==> config.mk <==
export PLATFORM = sky130hd
export DESIGN_NAME = nsq_requant
export DESIGN_NICKNAME = d
export VERILOG_FILES = /design/src/rtl/nsq_pkg.sv /design/src/rtl/nsq_dither.sv /design/src/rtl/nsq_quant.sv /design/src/rtl/nsq_requant.sv
export SDC_FILE = /design/constraint.sdc
export NUM_CORES = 1
export LEC_CHECK = 0
export ABC_AREA = 1
export BUFFER_PORTS_ARGS = -buffer_cell sky130_fd_sc_hd__buf_2
export CAP_MARGIN = 20
export CORE_ASPECT_RATIO = 1.1
export CORE_MARGIN = 1.5
export CORE_UTILIZATION = 40
export CTS_BUF_LIST = sky130_fd_sc_hd__clkbuf_8
export CTS_CLUSTER_SIZE = 24
export DETAILED_ROUTE_END_ITERATION = 8
export RECOVER_POWER = 50
export SETUP_SLACK_MARGIN = 0.05
export SLEW_MARGIN = 20
export SYNTH_ARGS = -nofsm -noshare
export SYNTH_HDL_FRONTEND = slang
export SYNTH_SLANG_ARGS = --single-unit
==> constraint.sdc <==
create_clock -name clk -period 18.34 [get_ports clk]
set_input_delay 2.751 -clock clk [delete_from_list [all_inputs] [get_ports clk]]
set_output_delay 2.751 -clock clk [all_outputs]
set_load 0.05 [all_outputs]
==> src/rtl/nsq_pkg.sv <==
package nsq_pkg;

    localparam int unsigned DEF_IN_W   = 16;
    localparam int unsigned DEF_OUT_W  = 14;
    localparam int unsigned LFSR_W     = 16;
    localparam int unsigned N_DITHER   = 2;

    typedef enum logic [1:0] {
        OVL_NONE = 2'b00,
        OVL_HIGH = 2'b01,
        OVL_LOW  = 2'b10
    } ovl_e;

    typedef struct packed {
        logic [LFSR_W-1:0] taps;
        logic [LFSR_W-1:0] seed;
    } lfsr_cfg_t;

    function automatic lfsr_cfg_t lfsr_cfg(input int idx);
        lfsr_cfg_t c;
        if (idx == 0) begin
            c.taps = 16'hB400;
            c.seed = 16'hACE1;
        end else begin
            c.taps = 16'hD008;
            c.seed = 16'h1D2B;
        end
        return c;
    endfunction

    function automatic int clamp_int(input int v, input int lo, input int hi);
        if (v > hi) return hi;
        if (v < lo) return lo;
        return v;
    endfunction

endpackage

==> src/rtl/nsq_dither.sv <==
module nsq_dither
    import nsq_pkg::*;
#(
    parameter int unsigned SHIFT = 2
) (
    input  logic                    clk,
    input  logic                    rst,
    input  logic                    step,
    output logic signed [SHIFT+1:0] dith
);
    localparam int unsigned DW   = SHIFT + 2;
    localparam int          DMAX = (1 << SHIFT) - 1;

    logic [LFSR_W-1:0] state [N_DITHER];
    logic [DW-1:0]     uni   [N_DITHER];

    for (genvar g = 0; g < N_DITHER; g++) begin : g_lfsr
        localparam lfsr_cfg_t CFG = lfsr_cfg(g);
        always_ff @(posedge clk) begin
            if (rst) begin
                state[g] <= CFG.seed;
            end else if (step) begin
                state[g] <= state[g][0] ? ((state[g] >> 1) ^ CFG.taps) : (state[g] >> 1);
            end
        end
        assign uni[g] = DW'(state[g][SHIFT-1:0]);
    end

    always_comb begin
        dith = $signed(uni[0] + uni[1]) - $signed(DW'(DMAX));
    end

endmodule

==> src/rtl/nsq_quant.sv <==
module nsq_quant
    import nsq_pkg::*;
#(
    parameter int unsigned IN_W  = DEF_IN_W,
    parameter int unsigned OUT_W = DEF_OUT_W
) (
    input  logic signed [IN_W-1:0]          x,
    input  logic signed [IN_W-OUT_W+1:0]    err,
    input  logic signed [IN_W-OUT_W+1:0]    dith,
    output logic signed [OUT_W-1:0]         y,
    output logic signed [IN_W-OUT_W+1:0]    err_nxt,
    output ovl_e                            ovl
);
    localparam int unsigned SHIFT = IN_W - OUT_W;
    localparam int unsigned ERR_W = SHIFT + 2;
    localparam int unsigned EW    = IN_W + 2;
    localparam int          ONE   = 1 << SHIFT;
    localparam logic signed [EW-1:0] HALF    = EW'(1 << (SHIFT - 1));
    localparam logic signed [EW-1:0] OUT_MAX = EW'((1 << (OUT_W - 1)) - 1);
    localparam logic signed [EW-1:0] OUT_MIN = -EW'(1 << (OUT_W - 1));

    logic signed [EW-1:0] v, w, q, y_ext, e_full;
    int                   e_lim;

    always_comb begin
        v = EW'(x) + EW'(err);
        w = v + EW'(dith) + HALF;
        q = w >>> SHIFT;
        if (q > OUT_MAX) begin
            ovl   = OVL_HIGH;
            y_ext = OUT_MAX;
        end else if (q < OUT_MIN) begin
            ovl   = OVL_LOW;
            y_ext = OUT_MIN;
        end else begin
            ovl   = OVL_NONE;
            y_ext = q;
        end
        e_full = v - (y_ext <<< SHIFT);
        if (ovl != OVL_NONE) begin
            e_lim = clamp_int(int'(e_full), -ONE, ONE);
        end else begin
            e_lim = int'(e_full);
        end
        err_nxt = ERR_W'(e_lim);
        y       = y_ext[OUT_W-1:0];
    end

endmodule

==> src/rtl/nsq_requant.sv <==
module nsq_requant
    import nsq_pkg::*;
#(
    parameter int unsigned IN_W  = DEF_IN_W,
    parameter int unsigned OUT_W = DEF_OUT_W
) (
    input  logic                    clk,
    input  logic                    rst,
    input  logic                    in_en,
    input  logic signed [IN_W-1:0]  in_x,
    output logic signed [OUT_W-1:0] y_out,
    output logic                    y_valid
);
    localparam int unsigned SHIFT   = IN_W - OUT_W;
    localparam int unsigned ERR_W   = SHIFT + 2;
    localparam int          ONE     = 1 << SHIFT;
    localparam int          ERR_LIM = (ONE - 1) + (ONE / 2);

    logic signed [ERR_W-1:0] err_q, err_nxt, dith;
    logic signed [OUT_W-1:0] y_c;
    ovl_e                    ovl;

    nsq_dither #(.SHIFT(SHIFT)) u_dither (
        .clk  (clk),
        .rst  (rst),
        .step (in_en),
        .dith (dith)
    );

    nsq_quant #(.IN_W(IN_W), .OUT_W(OUT_W)) u_quant (
        .x       (in_x),
        .err     (err_q),
        .dith    (dith),
        .y       (y_c),
        .err_nxt (err_nxt),
        .ovl     (ovl)
    );

    always_ff @(posedge clk) begin
        if (rst) begin
            err_q   <= '0;
            y_out   <= '0;
            y_valid <= 1'b0;
        end else begin
            y_valid <= in_en;
            if (in_en) begin
                err_q <= err_nxt;
                y_out <= y_c;
            end
        end
    end

    // valid strobe tracks the enable one cycle later
    assert_valid_after_en_R2: assert property (@(posedge clk) disable iff (rst)
        in_en |=> y_valid);
    assert_no_valid_idle_R2: assert property (@(posedge clk) disable iff (rst)
        !in_en |=> !y_valid);
    // output and residual hold between samples
    assert_hold_idle_R8: assert property (@(posedge clk) disable iff (rst)
        !in_en |=> ($stable(y_out) && $stable(err_q)));
    // residual stays inside the dither-derived bound
    assert_err_bound_R3: assert property (@(posedge clk) disable iff (rst)
        (int'(err_q) <= ERR_LIM) && (int'(err_q) >= -ERR_LIM));
    // residual after a saturating sample is within one output step
    assert_sat_clamp_R7: assert property (@(posedge clk) disable iff (rst)
        (in_en && ovl != OVL_NONE) |=> ((int'(err_q) <= ONE) && (int'(err_q) >= -ONE)));

endmodule

Word level (Yosys, flattened, before mapping). Memory sizes are Yosys's and may differ from the RTL's. Cells that the tools add are included.

Memory bits (writable): 32. Logic and storage cells: 42. Bits in registers: 19. Bits of input ports: 19. Memories: 1.

Magnitude comparators: 4. Mux-type cells: 23. Reduce and logical (&&, ||, !) cells: 1. Bitwise logic cells: 4. Add/subtract/negate cells: 6.

Memory list: u_dither.state (depth 2, bits a word 16, rd ports 2, clocked after memory_dff 0, write ports 2, RTL line nsq_dither.sv:14) `logic [LFSR_W-1:0] state [N_DITHER];`.

Operators by type and width (count): 16-bit 2-to-1 mux (6); 17-bit by 4-bit adder with 18-bit output (1); 18-bit by 3-bit adder with 18-bit output (second input constant) (1); 18-bit by 4-bit > comparator with 1-bit output (second input constant) (1); 18-bit by 3-bit less-than comparator with 1-bit output (second input constant) (1); 17-bit by 18-bit subtractor with 18-bit output (1); 16-bit by 4-bit adder with 17-bit output (1); 16-bit by 14-bit > comparator with 1-bit output (second input constant) (1); 16-bit by 14-bit less-than comparator with 1-bit output (second input constant) (1); 4-bit 2-to-1 mux (4); 1-bit 2-to-1 mux (10); 3-bit NOT with 4-bit output (2); 2-bit 2-to-1 mux (2); 3-bit by 2-bit subtractor with 4-bit output (second input constant) (1); 2-bit by 2-bit adder with 3-bit output (1); 3-bit 2-to-1 mux (1); 1-bit OR (2); 2-bit nonzero test (1).

Depth between registers and ports, before layout. Gate-level depths: netlist of the first run. An unclocked memory read counts as a cell.

Depth in word-level cells: 17. Mapped depth: 47. Mapped depth without buffers: 47.

Hierarchy. A second synthesis of the first run with hierarchy kept.

Cells, all modules: 729. Area, all modules: 5106.1 sq um.

By module, submodules not included: nsq_quant (area each 2929.1 sq um, cells an instance 500, seq. area each 0.0 sq um, times used 1); nsq_dither (area each 1333.8 sq um, cells an instance 112, seq. area each 960.9 sq um, times used 1); nsq_requant (area each 843.3 sq um, cells an instance 117, seq. area each 380.4 sq um, times used 1).

Least setup slack after synthesis of the first run. Ideal clock, no wire load.

Path type: input-to-reg. From: input in_x[0]. To: register err_q[2]. Buffers on the path: 0. Stages: 43. Data required time: 18.228 ns. Arrival time: 8.025 ns. Setup slack: 10.203 ns. Path through: ha_1 > fa_1 > nand3_1 > nand2_1 > nand4_1 > nand2_1 > nand3_1 > nand2_1 > nand3_1 > nand2_1 > a31oi_1 > xor2_1 > ha_1 > ha_1 > nand2_2 > inv_1 > nand2_1 > nand2_1 > [... 7 more ...] > inv_1 > a21oi_1 > inv_1 > ha_1 > fa_1 > or2_2 > nor2_1 > nand3_1 > nor2_1 > nand3_1 > nor2_1 > nand4_1 > nor2_1 > nand4_1 > nand3_2 > nand3_1 > nand2_1 > nand2_1.

Cells in the longest elaborated chain, start to end: 14. Elaborated cells between the ends (all ways): 23. Classes of those cells: add/sub: 4; order compare: 4; mux: 14; reduce/logical: 1.

RTL lines: start, declared (RTL line nsq_requant.sv:10) `input logic signed [IN_W-1:0] in_x,`; 16-bit by 4-bit adder with 17-bit output (*) (RTL line nsq_quant.sv:26) `v = EW'(x) + EW'(err);`; 17-bit by 4-bit adder with 18-bit output (*) (RTL line nsq_quant.sv:27) `w = v + EW'(dith) + HALF;`; 18-bit by 3-bit adder with 18-bit output (*) (RTL line nsq_quant.sv:27); 16-bit by 14-bit less-than comparator with 1-bit output (RTL line nsq_quant.sv:32) `end else if (q < OUT_MIN) begin`; 16-bit 2-to-1 mux (RTL line nsq_quant.sv:32); 16-bit 2-to-1 mux (*) (RTL line nsq_quant.sv:29) `if (q > OUT_MAX) begin`; named net u_quant.y[0] (RTL line nsq_quant.sv:10) `output logic signed [OUT_W-1:0] y,`; 17-bit by 18-bit subtractor with 18-bit output (*) (RTL line nsq_quant.sv:39) `e_full = v - (y_ext <<< SHIFT);`; 18-bit by 3-bit less-than comparator with 1-bit output (RTL line nsq_pkg.sv:33) `if (v < lo) return lo;`; 1-bit 2-to-1 mux (2 in a row) (RTL line nsq_pkg.sv:33); 1-bit 2-to-1 mux (RTL line nsq_quant.sv:40) `if (ovl != OVL_NONE) begin`; 4-bit 2-to-1 mux (RTL line nsq_pkg.sv:34) `return v;`; 4-bit 2-to-1 mux (RTL line nsq_pkg.sv:33); 4-bit 2-to-1 mux (*) (RTL line nsq_quant.sv:40); end signal, assigned (RTL line nsq_requant.sv:47) `err_q <= err_nxt;`; end, declared (RTL line nsq_requant.sv:19) `logic signed [ERR_W-1:0] err_q, err_nxt, dith;`.

The timed path passes the listed nets; every way through them passes the cells marked *. The select of a mux whose other input is x is not followed. A chain may end at the register's enable or synchronous reset.

Worst setup path in the final report of the first run. Ends and elaborated chain as after synthesis.

==> out/qor.csv, run 1 <==
stage,metric,value,unit
logic_synthesis,syn_area,0.00481,mm^2
grt,grt_start_max_net_pins,44,
die,die-area,0.0127,mm^2
clocking,cts.path.max_buffers,2,
die,die-width,108,um
drt,drt_iter0_drc,247,
clocking,cts-buffers-inserted,5,
worst_setup_path,crit_slowest_cell,ha_1,
grt,grt_pass1_vias,3905,
clocking,cts_root_buffer,clkbuf_8,
worst_setup_path,critPathKind,in2reg,
layout,final_common_cell,nand2_1,
worst_setup_path,end_kind,flop,
die,core_area,0.0116,mm^2
clocking,insertion_delay,0.30,ns
clocking,hold_buffers,0,
clocking,cts-htree-levels,2,
drt,firstDrtPassIters,5,
logic_synthesis,yosys_warnings,0,
layout,utilization,45.6,%
logic_synthesis,synth_seq_area_share,27.9,%
logic_synthesis,synth-seq-cells,51,
clocking,clock-sinks,51,
timing,final-setup-viol-count,0,
grt,grt_usage,17.5,%
logic_synthesis,synth_area_leaders,"edfxtp_1, ha_1, nand2_1",
timing,fin_crit,9.11,ns
timing,final.setup.tns,0,ns
logic_synthesis,synth.top_cell.area_share,20.0,%
die,die_y,118,um
clocking,clkTransAtPathRegs,0.10,ns
logic_synthesis,synth_top_cell_by_area,edfxtp_1,
grt,antenna_found_initial,0,
drt,drc,0,
run,maxCapViolations,1,
layout,instances_no_fill,845,
timing,hold_viol_final,0,
drt,ant_nets,0,
grt,grt_overflow,0,
clocking,cts_setup_buffers,0,
die,io_pins,34,
drt,via_per_inst,5.00,
clocking,cts_tree,done,
logic_synthesis,syn-num-nets,745,
status,status,finished with violations,
place,gp_congestion,0.936,
worst_setup_path,critPathLaunchType,input pin,
place,dp_hpwl,8960,um
layout,drive_gt1_share,10.4,%
timing,rsz0062_at_grt,no,
worst_hold_path,hp-class,reg2reg,
timing,finalClockSkew,0.00658,ns
place,dp_cells,837,
drt,dr_total_vias,4229,
worst_setup_path,cpMostUsedCell,nand2_1,
worst_setup_path,critPathMaxFanout,12,
die,placementRows,41,
layout,syn_to_final_growth,9.75,%
grt,grt_pass1_wl,18200,um
timing,fmax,0.110,GHz
worst_setup_path,crit_required,18.55,ns
clocking,post_cts_resized,0,
timing,tightest_slew,1.68,ns
die,initial_utilization,41.5,%
layout,final_cell_mix,"nand2_1, inv_1, ha_1",
worst_setup_path,crit_arrival,9.31,ns
logic_synthesis,ys_types,42,
logic_synthesis,synth_cells,658,
timing,relSlewSlack,-12.3,%
logic_synthesis,avgSynthCellArea,7.32,um^2
timing,maxSlewViolCount,44,
worst_setup_path,critical-path-max-stage-delay,0.54,ns
drt,routed_wl,11000,um
status,violations,"max-capacitance violations, max-slew violations",
place,io_buffers,33,
timing,finalCritPeriodShare,49.6,%
layout,antenna_cells,0,
worst_setup_path,ff2ff_setup_slack,11.21,ns
layout,nets,781,
drt,wire_per_inst,13.0,um
-- metal layers --
layer | routed length (um) | global-route usage [%] | vias to the layer above | part of all wire [%]
met5 | 0 | 0 | - | 0
met4 | 155 | 3.70 | 0 | 1.4
met3 | 377 | 1.72 | 11 | 3.4
met2 | 5130 | 29.7 | 84 | 47
met1 | 5320 | 24.1 | 1897 | 48
li1 | - | - | 2237 | -
-- worst max-delay path, delay by kind of cell --
kind | cells | cell delay (ns)
simple gates | 26 | 2.60
buf+inv | 4 | 0.42
fa+ha+maj | 7 | 2.51
xor+xnor | 1 | 0.26
compound gates | 4 | 0.80
-- Yosys cell counts (all sizes together) --
master,number
a21boi,1
nand3,44
nand3b,1
fa,4
nor2,57
or3,1
o21a,3
buf,3
o211ai,1
a221oi,1
ha,64
and2,1
nand4,13
o21bai,6
a21o,4
nand2,165
edfxtp,32
nor3,6
a211oi,1
inv,102
clkinv,1
dfxtp,19
clkbuf,4
o21ai,30
a31oi,6
xor2,16
a21oi,50
or2,15
xnor2,7
-- path summary, 6_finish.rpt --
check                             start  cells past startpoint                    end
setup / recovery                in_x[0]                     42  err_q[2]$_SDFFE_PP0P_
hold / removal    err_q[0]$_SDFFE_PP0P_                      2  err_q[0]$_SDFFE_PP0P_
setup reg to reg  err_q[3]$_SDFFE_PP0P_                     43  err_q[2]$_SDFFE_PP0P_
hold reg to reg   err_q[0]$_SDFFE_PP0P_                      2  err_q[0]$_SDFFE_PP0P_
-- cell families (layout without fill, tap and decap cells) --
group                      after synthesis  in the layout  synth area share, %
adders and majority gates               68             68                 18.3
xor gates and xnor gates                23             23                 4.19
buffers and inverters                  110            147                 8.81
AOI/OAI and AO/OA                      103            103                 12.1
DFF                                     51             51                 27.9
and+or+nand+nor                        303            303                 28.7
-- sequential cells by signal, indices dropped and copies added, names as in the netlist --
name	count
u_dither.state	32
y_out	14
err_q	4
y_valid	1
-- metrics by stage --
stage | instance area (um^2) | hold slack, ns | setup WS, ns
5_1_grt | 5280 | 0.492 | 8.64
4_1_cts | 5310 | 0.468 | 9.30
2_1_floorplan | 4810 | 0.430 | 10.20
6_report | 5280 | 0.463 | 9.23
3_5_place_dp | 5170 | 0.443 | 8.98
3_3_place_gp | 5140 | 0.438 | 9.00
-- area by class of cell --
cell class              count  area [um^2]
fillers                  1208         6310
clock buffers               5         68.8
multi-input cells         497         3050
well taps                 150          188
flip-flops and latches     51         1340
inverters                 103          387
repair buffers             36          181
clock inverters             3         71.3
Power of run 1 is not shown: default switching activity piles up to over one toggle a cycle in this logic, so the estimate is an artifact.
==> inputs of run 2 (changes only) <==
Clock period 18.34 ns to 9.2 ns, I/O delays scaled along.
==> out/qor.csv, run 2 (synthesis results as in run 1) <==
stage,metric,value,unit
status,status,finished with violations,
status,violations,"max-capacitance violations, max-slew violations",
worst_setup_path,crit_slowest_cell,ha_1,
timing,hold_viol_final,0,
layout,largestRegisters,"u_dither.state (32), y_out (14), err_q (4)",
place,dp_cells,837,
drt,wl_met2,5170,um
clocking,post_cts_resized,0,
layout,antenna_cells,0,
die,io_pins,34,
place,dp_hpwl,9030,um
timing,finalCritPeriodShare,85.0,%
layout,drive_gt1_share,10.2,%
worst_setup_path,critical-path-max-stage-delay,0.55,ns
timing,maxSlewViolCount,44,
clocking,clkTransAtPathRegs,0.10,ns
run,maxCapViolations,1,
drt,top_layer_used,met4,
worst_setup_path,end_kind,flop,
drt,via_per_inst,4.99,
timing,fmax,0.128,GHz
worst_hold_path,hp-class,reg2reg,
drt,routed_wl,11200,um
layout,syn_to_final_growth,9.72,%
timing,relSlewSlack,-16.5,%
worst_hold_path,min-delay-start,err_q[0]$_SDFFE_PP0P_,
clocking,hold_buffers,0,
worst_setup_path,timing.rr.start,err_q[3]$_SDFFE_PP0P_,
clocking,clock-sinks,51,
clocking,cts.path.max_buffers,2,
layout,final_cell_mix,"nand2_1, inv_1, ha_1",
die,core_area,0.0116,mm^2
timing,finalClockSkew,0.00767,ns
worst_setup_path,cpMostUsedCell,nand2_1,
layout,regMostFlops,u_dither.state,
grt,grt_overflow,0,
clocking,cts_setup_buffers,0,
worst_setup_path,critPathMaxFanout,12,
drt,dr_wl_met3,334,um
clocking,cts-htree-levels,2,
drt,firstDrtPassIters,5,
layout,largest_register_ffs,32,
place,gp_congestion,0.935,
timing,tightest_slew,1.75,ns
grt,grt_usage,17.9,%
timing,final.setup.tns,0,ns
die,die_y,118,um
worst_setup_path,r2r_cells,39,
drt,wire_per_inst,13.2,um
timing,fin_crit,7.82,ns
grt,antenna_found_initial,0,
timing,final-setup-viol-count,0,
die,die-width,108,um
worst_setup_path,critPathLaunchType,input pin,
drt,dr_total_vias,4217,
worst_hold_path,hold_end,err_q[0]$_SDFFE_PP0P_,
clocking,cts_root_buffer,clkbuf_8,
worst_setup_path,rr_endpoint,err_q[2]$_SDFFE_PP0P_,
worst_setup_path,critPathKind,in2reg,
worst_setup_path,crit_required,9.41,ns
worst_hold_path,hold_path_depth,2,
die,die-area,0.0127,mm^2
grt,grt_start_max_net_pins,44,
drt,drc,0,
clocking,cts-buffers-inserted,5,
timing,rsz0062_at_grt,no,
worst_setup_path,crit_arrival,8.02,ns
clocking,cts_tree,done,
drt,drt_iter0_drc,244,
place,io_buffers,33,
die,placementRows,41,
grt,grt_pass1_wl,18600,um
drt,ant_nets,0,
layout,nets,781,
grt,grt_pass1_vias,3948,
layout,instances_no_fill,845,
die,initial_utilization,41.5,%
layout,final_common_cell,nand2_1,
drt,wl_met1,5540,um
clocking,insertion_delay,0.31,ns
worst_setup_path,ff2ff_setup_slack,1.98,ns
-- run 2: worst max-delay path by stage --
stage          cells after the start               endpoint  slack [ns]    start
2_1_floorplan                     43  err_q[2]$_SDFFE_PP0P_        2.43  in_x[0]
3_3_place_gp                      42  err_q[2]$_SDFFE_PP0P_        1.23  in_x[0]
3_5_place_dp                      42  err_q[2]$_SDFFE_PP0P_        1.16  in_x[0]
4_1_cts                           42  err_q[2]$_SDFFE_PP0P_        1.47  in_x[0]
5_1_grt                           42  err_q[2]$_SDFFE_PP0P_        0.76  in_x[0]
6_report                          42  err_q[2]$_SDFFE_PP0P_        1.38  in_x[0]
-- run 2: area by class of cell --
cell class / count / area (um^2)
fillers: 1228 / 6310
multi-input cells: 497 / 3050
flip-flops and latches: 51 / 1340
inverters: 103 / 387
well taps: 150 / 188
repair buffers: 36 / 180
clock inverters: 3 / 71.3
clock buffers: 5 / 68.8
-- run 2: per-layer routing --
| layer | vias up | GRT usage, % |
|---|---|---|
| met5 | - | 0 |
| met4 | 0 | 3.21 |
| met3 | 9 | 1.77 |
| met2 | 77 | 30.2 |
| met1 | 1893 | 24.9 |
| li1 | 2238 | - |
-- run 2: metrics by stage --
stage	util, %	instance area [um^2]	worst slack, ns	hold slack [ns]
global placement	44.4	5140	1.23	0.438
finish	45.6	5280	1.38	0.463
detailed placement	44.6	5170	1.16	0.441
floorplan	-	4810	2.43	0.430
CTS	45.8	5310	1.47	0.467
global route	45.6	5280	0.759	0.493
-- run 2: worst max-delay path: cells and delay by family --
kind,cells,cell delay [ns]
compound gates,4,0.83
fa+ha+maj,7,2.53
xor+xnor,1,0.28
simple gates,26,2.61
buf+inv,4,0.41
Power of run 2 is left out for the same reason.
==> inputs of run 3 (changes only) <==
Settings changed: ABC_AREA 1 to 0.
Clock period 9.2 ns to 7.4 ns, I/O delays scaled along.
==> out/qor.csv, run 3 <==
stage,metric,value,unit
clocking,cts-buffers-inserted,5,
die,core_area,0.0110,mm^2
logic_synthesis,yosys-top-cells-count,"ha_1, nor2_1, nand2_1",
timing,tightest_slew,1.04,ns
drt,wire_per_inst,15.4,um
logic_synthesis,ys_types,62,
place,pre_cts_slack,-0.758,ns
logic_synthesis,yosys_warnings,0,
timing,hold_viol_final,0,
clocking,cts_root_buffer,clkbuf_8,
logic_synthesis,synth_area_leaders,"edfxtp_1, ha_1, dfxtp_1",
logic_synthesis,synth_ff_type,edfxtp_1,
grt,grt_start_max_net_pins,31,
drt,via_per_inst,5.25,
logic_synthesis,syn-num-nets,585,
clocking,insertion_delay,0.32,ns
die,io_pins,34,
drt,routed_wl,12600,um
worst_setup_path,crit_required,7.63,ns
worst_setup_path,critical-path-max-stage-delay,0.49,ns
layout,antenna_cells,0,
grt,antenna_found_initial,0,
die,initial_utilization,41.4,%
grt,grt_pass1_wl,20300,um
drt,drc,0,
logic_synthesis,syn_area,0.00454,mm^2
layout,drive_gt1_share,41.1,%
worst_hold_path,hp-class,reg2reg,
layout,seqCellArea,0.00134,mm^2
logic_synthesis,avgSynthCellArea,9.11,um^2
logic_synthesis,synth-seq-cells,51,
grt,grt_pass1_vias,4301,
layout,largest_register_ffs,32,
die,die-area,0.0120,mm^2
status,status,finished clean,
timing,rsz0062_at_grt,yes,
layout,fillers,968,
logic_synthesis,async_reset_ff_share,0,%
drt,drt_iter0_drc,150,
die,die_y,115,um
clocking,clock-sinks,51,
place,io_buffers,33,
clocking,cts-htree-levels,2,
layout,multi_input_area,0.00365,mm^2
place,dp_hpwl,9710,um
layout,nets,753,
logic_synthesis,synth.top_cell.area_share,21.2,%
place,gp_congestion,0.926,
worst_setup_path,critPathKind,in2reg,
drt,dr_total_vias,4273,
clocking,cts.path.max_buffers,2,
timing,finalClockSkew,0.0153,ns
layout,regMostFlops,u_dither.state,
logic_synthesis,synth.most_common_cell,ha_1,
worst_setup_path,critPathBufInv,4,
timing,maxSlewViolCount,0,
layout,syn_to_final_growth,45.5,%
logic_synthesis,synth_seq_area_share,29.6,%
clocking,cts_tree,done,
timing,relSlewSlack,30.8,%
layout,largestRegisters,"u_dither.state (32), y_out (14), err_q (4)",
worst_setup_path,crit_arrival,7.56,ns
die,die-width,105,um
grt,grt_usage,20.7,%
timing,fin_crit,7.34,ns
layout,final_common_cell,buf_4,
logic_synthesis,synth_edf_count,32,
layout,final_cell_mix,"buf_4, ha_1, nor2_1",
drt,firstDrtPassIters,4,
timing,finalCritPeriodShare,99.1,%
worst_setup_path,crit_slowest_cell,or4_4,
timing,fin_ws,0.0650,ns
clocking,clkTransAtPathRegs,0.10,ns
run,maxCapViolations,0,
worst_setup_path,crit_family,compound AO/OA/AOI/OAI gates,
logic_synthesis,synth_cells,498,
clocking,hold_buffers,0,
die,placementRows,40,
timing,final-setup-viol-count,0,
timing,fmax,0.136,GHz
timing,holdWs,0.466,ns
drt,ant_nets,0,
worst_setup_path,critPathMaxFanout,4,
worst_setup_path,end_kind,flop,
logic_synthesis,synth_top_cell_by_area,edfxtp_1,
grt,grt_overflow,0,
worst_setup_path,critPathLaunchType,input pin,
## run 3: cell count changes in the layout (fill, tap and decap cells not counted), moves of 12 or more
cell | previous run | this run
ha_4 | 0 | 13
nand2_1 | 149 | 34
buf_4 | 0 | 140
nand2b_1 | 0 | 12
nor2_1 | 57 | 37
inv_1 | 97 | 18
a21oi_1 | 48 | 18
xnor2_1 | 7 | 19
nand3_1 | 38 | 8
ha_1 | 64 | 48
## run 3: tightest hold or removal path: stages (launching register included)
cell	delay, ns
dfxtp_1	0.34
nand2_1	0.05
o21ai_0	0.05
## run 3: stage by stage
| step | utilization (%) | setup TNS (ns) | cells | instance area, um^2 |
|---|---|---|---|---|
| after global placement | 53.0 | -2.49 | 782 | 5810 |
| final | 60.2 | 0 | 814 | 6600 |
| after CTS | 55.9 | 0 | 799 | 6130 |
| after floorplan | - | 0 | 498 | 4670 |
| after detailed placement | 53.2 | -2.81 | 783 | 5830 |
| after global routing | 60.2 | -0.538 | 814 | 6600 |
## run 3: final timing paths
check	end	slack, ns	cells past startpoint	from
min reg2reg	y_out[1]$_SDFFE_PP0P_	0.47	2	y_out[1]$_SDFFE_PP0P_
max	err_q[3]$_SDFFE_PP0P_	0.06	34	in_x[0]
max reg2reg	err_q[3]$_SDFFE_PP0P_	0.60	33	err_q[0]$_SDFFE_PP0P_
min	y_out[1]$_SDFFE_PP0P_	0.47	2	y_out[1]$_SDFFE_PP0P_
## run 3: final cells by class
cell class              instances  share of cell area [%]
repair buffers                176                    18.9
inverters                      19                    1.27
well taps                     147                    2.79
clock buffers                   5                    1.04
multi-input cells             413                    55.3
flip-flops and latches         51                    20.3
clock inverters                 3                   0.379
## run 3: cells by family after synthesis
group | share of synthesized area, %
xor+xnor | 8.03
buf+inv | 3.20
fa+ha+maj | 19.4
compound gates | 21.7
mux | 0.221
simple gates | 17.9
flops | 29.6
## run 3: timing repair
item                                    in CTS  in global routing
pin swaps                                   16                 75
endpoints found under the setup margin       4                  4
setup buffers                                8                 15
resized for setup                           29                 68
## run 3: layer usage
| layer | up-vias | track usage, % | wire [um] |
|---|---|---|---|
| li1 | 2174 | - | - |
| met1 | 2018 | 27.6 | 5880 |
| met2 | 68 | 36.4 | 6220 |
| met3 | 13 | 1.20 | 272 |
| met4 | 0 | 5.83 | 197 |
| met5 | - | 0 | 0 |
Power of run 3 is left out for the same reason.
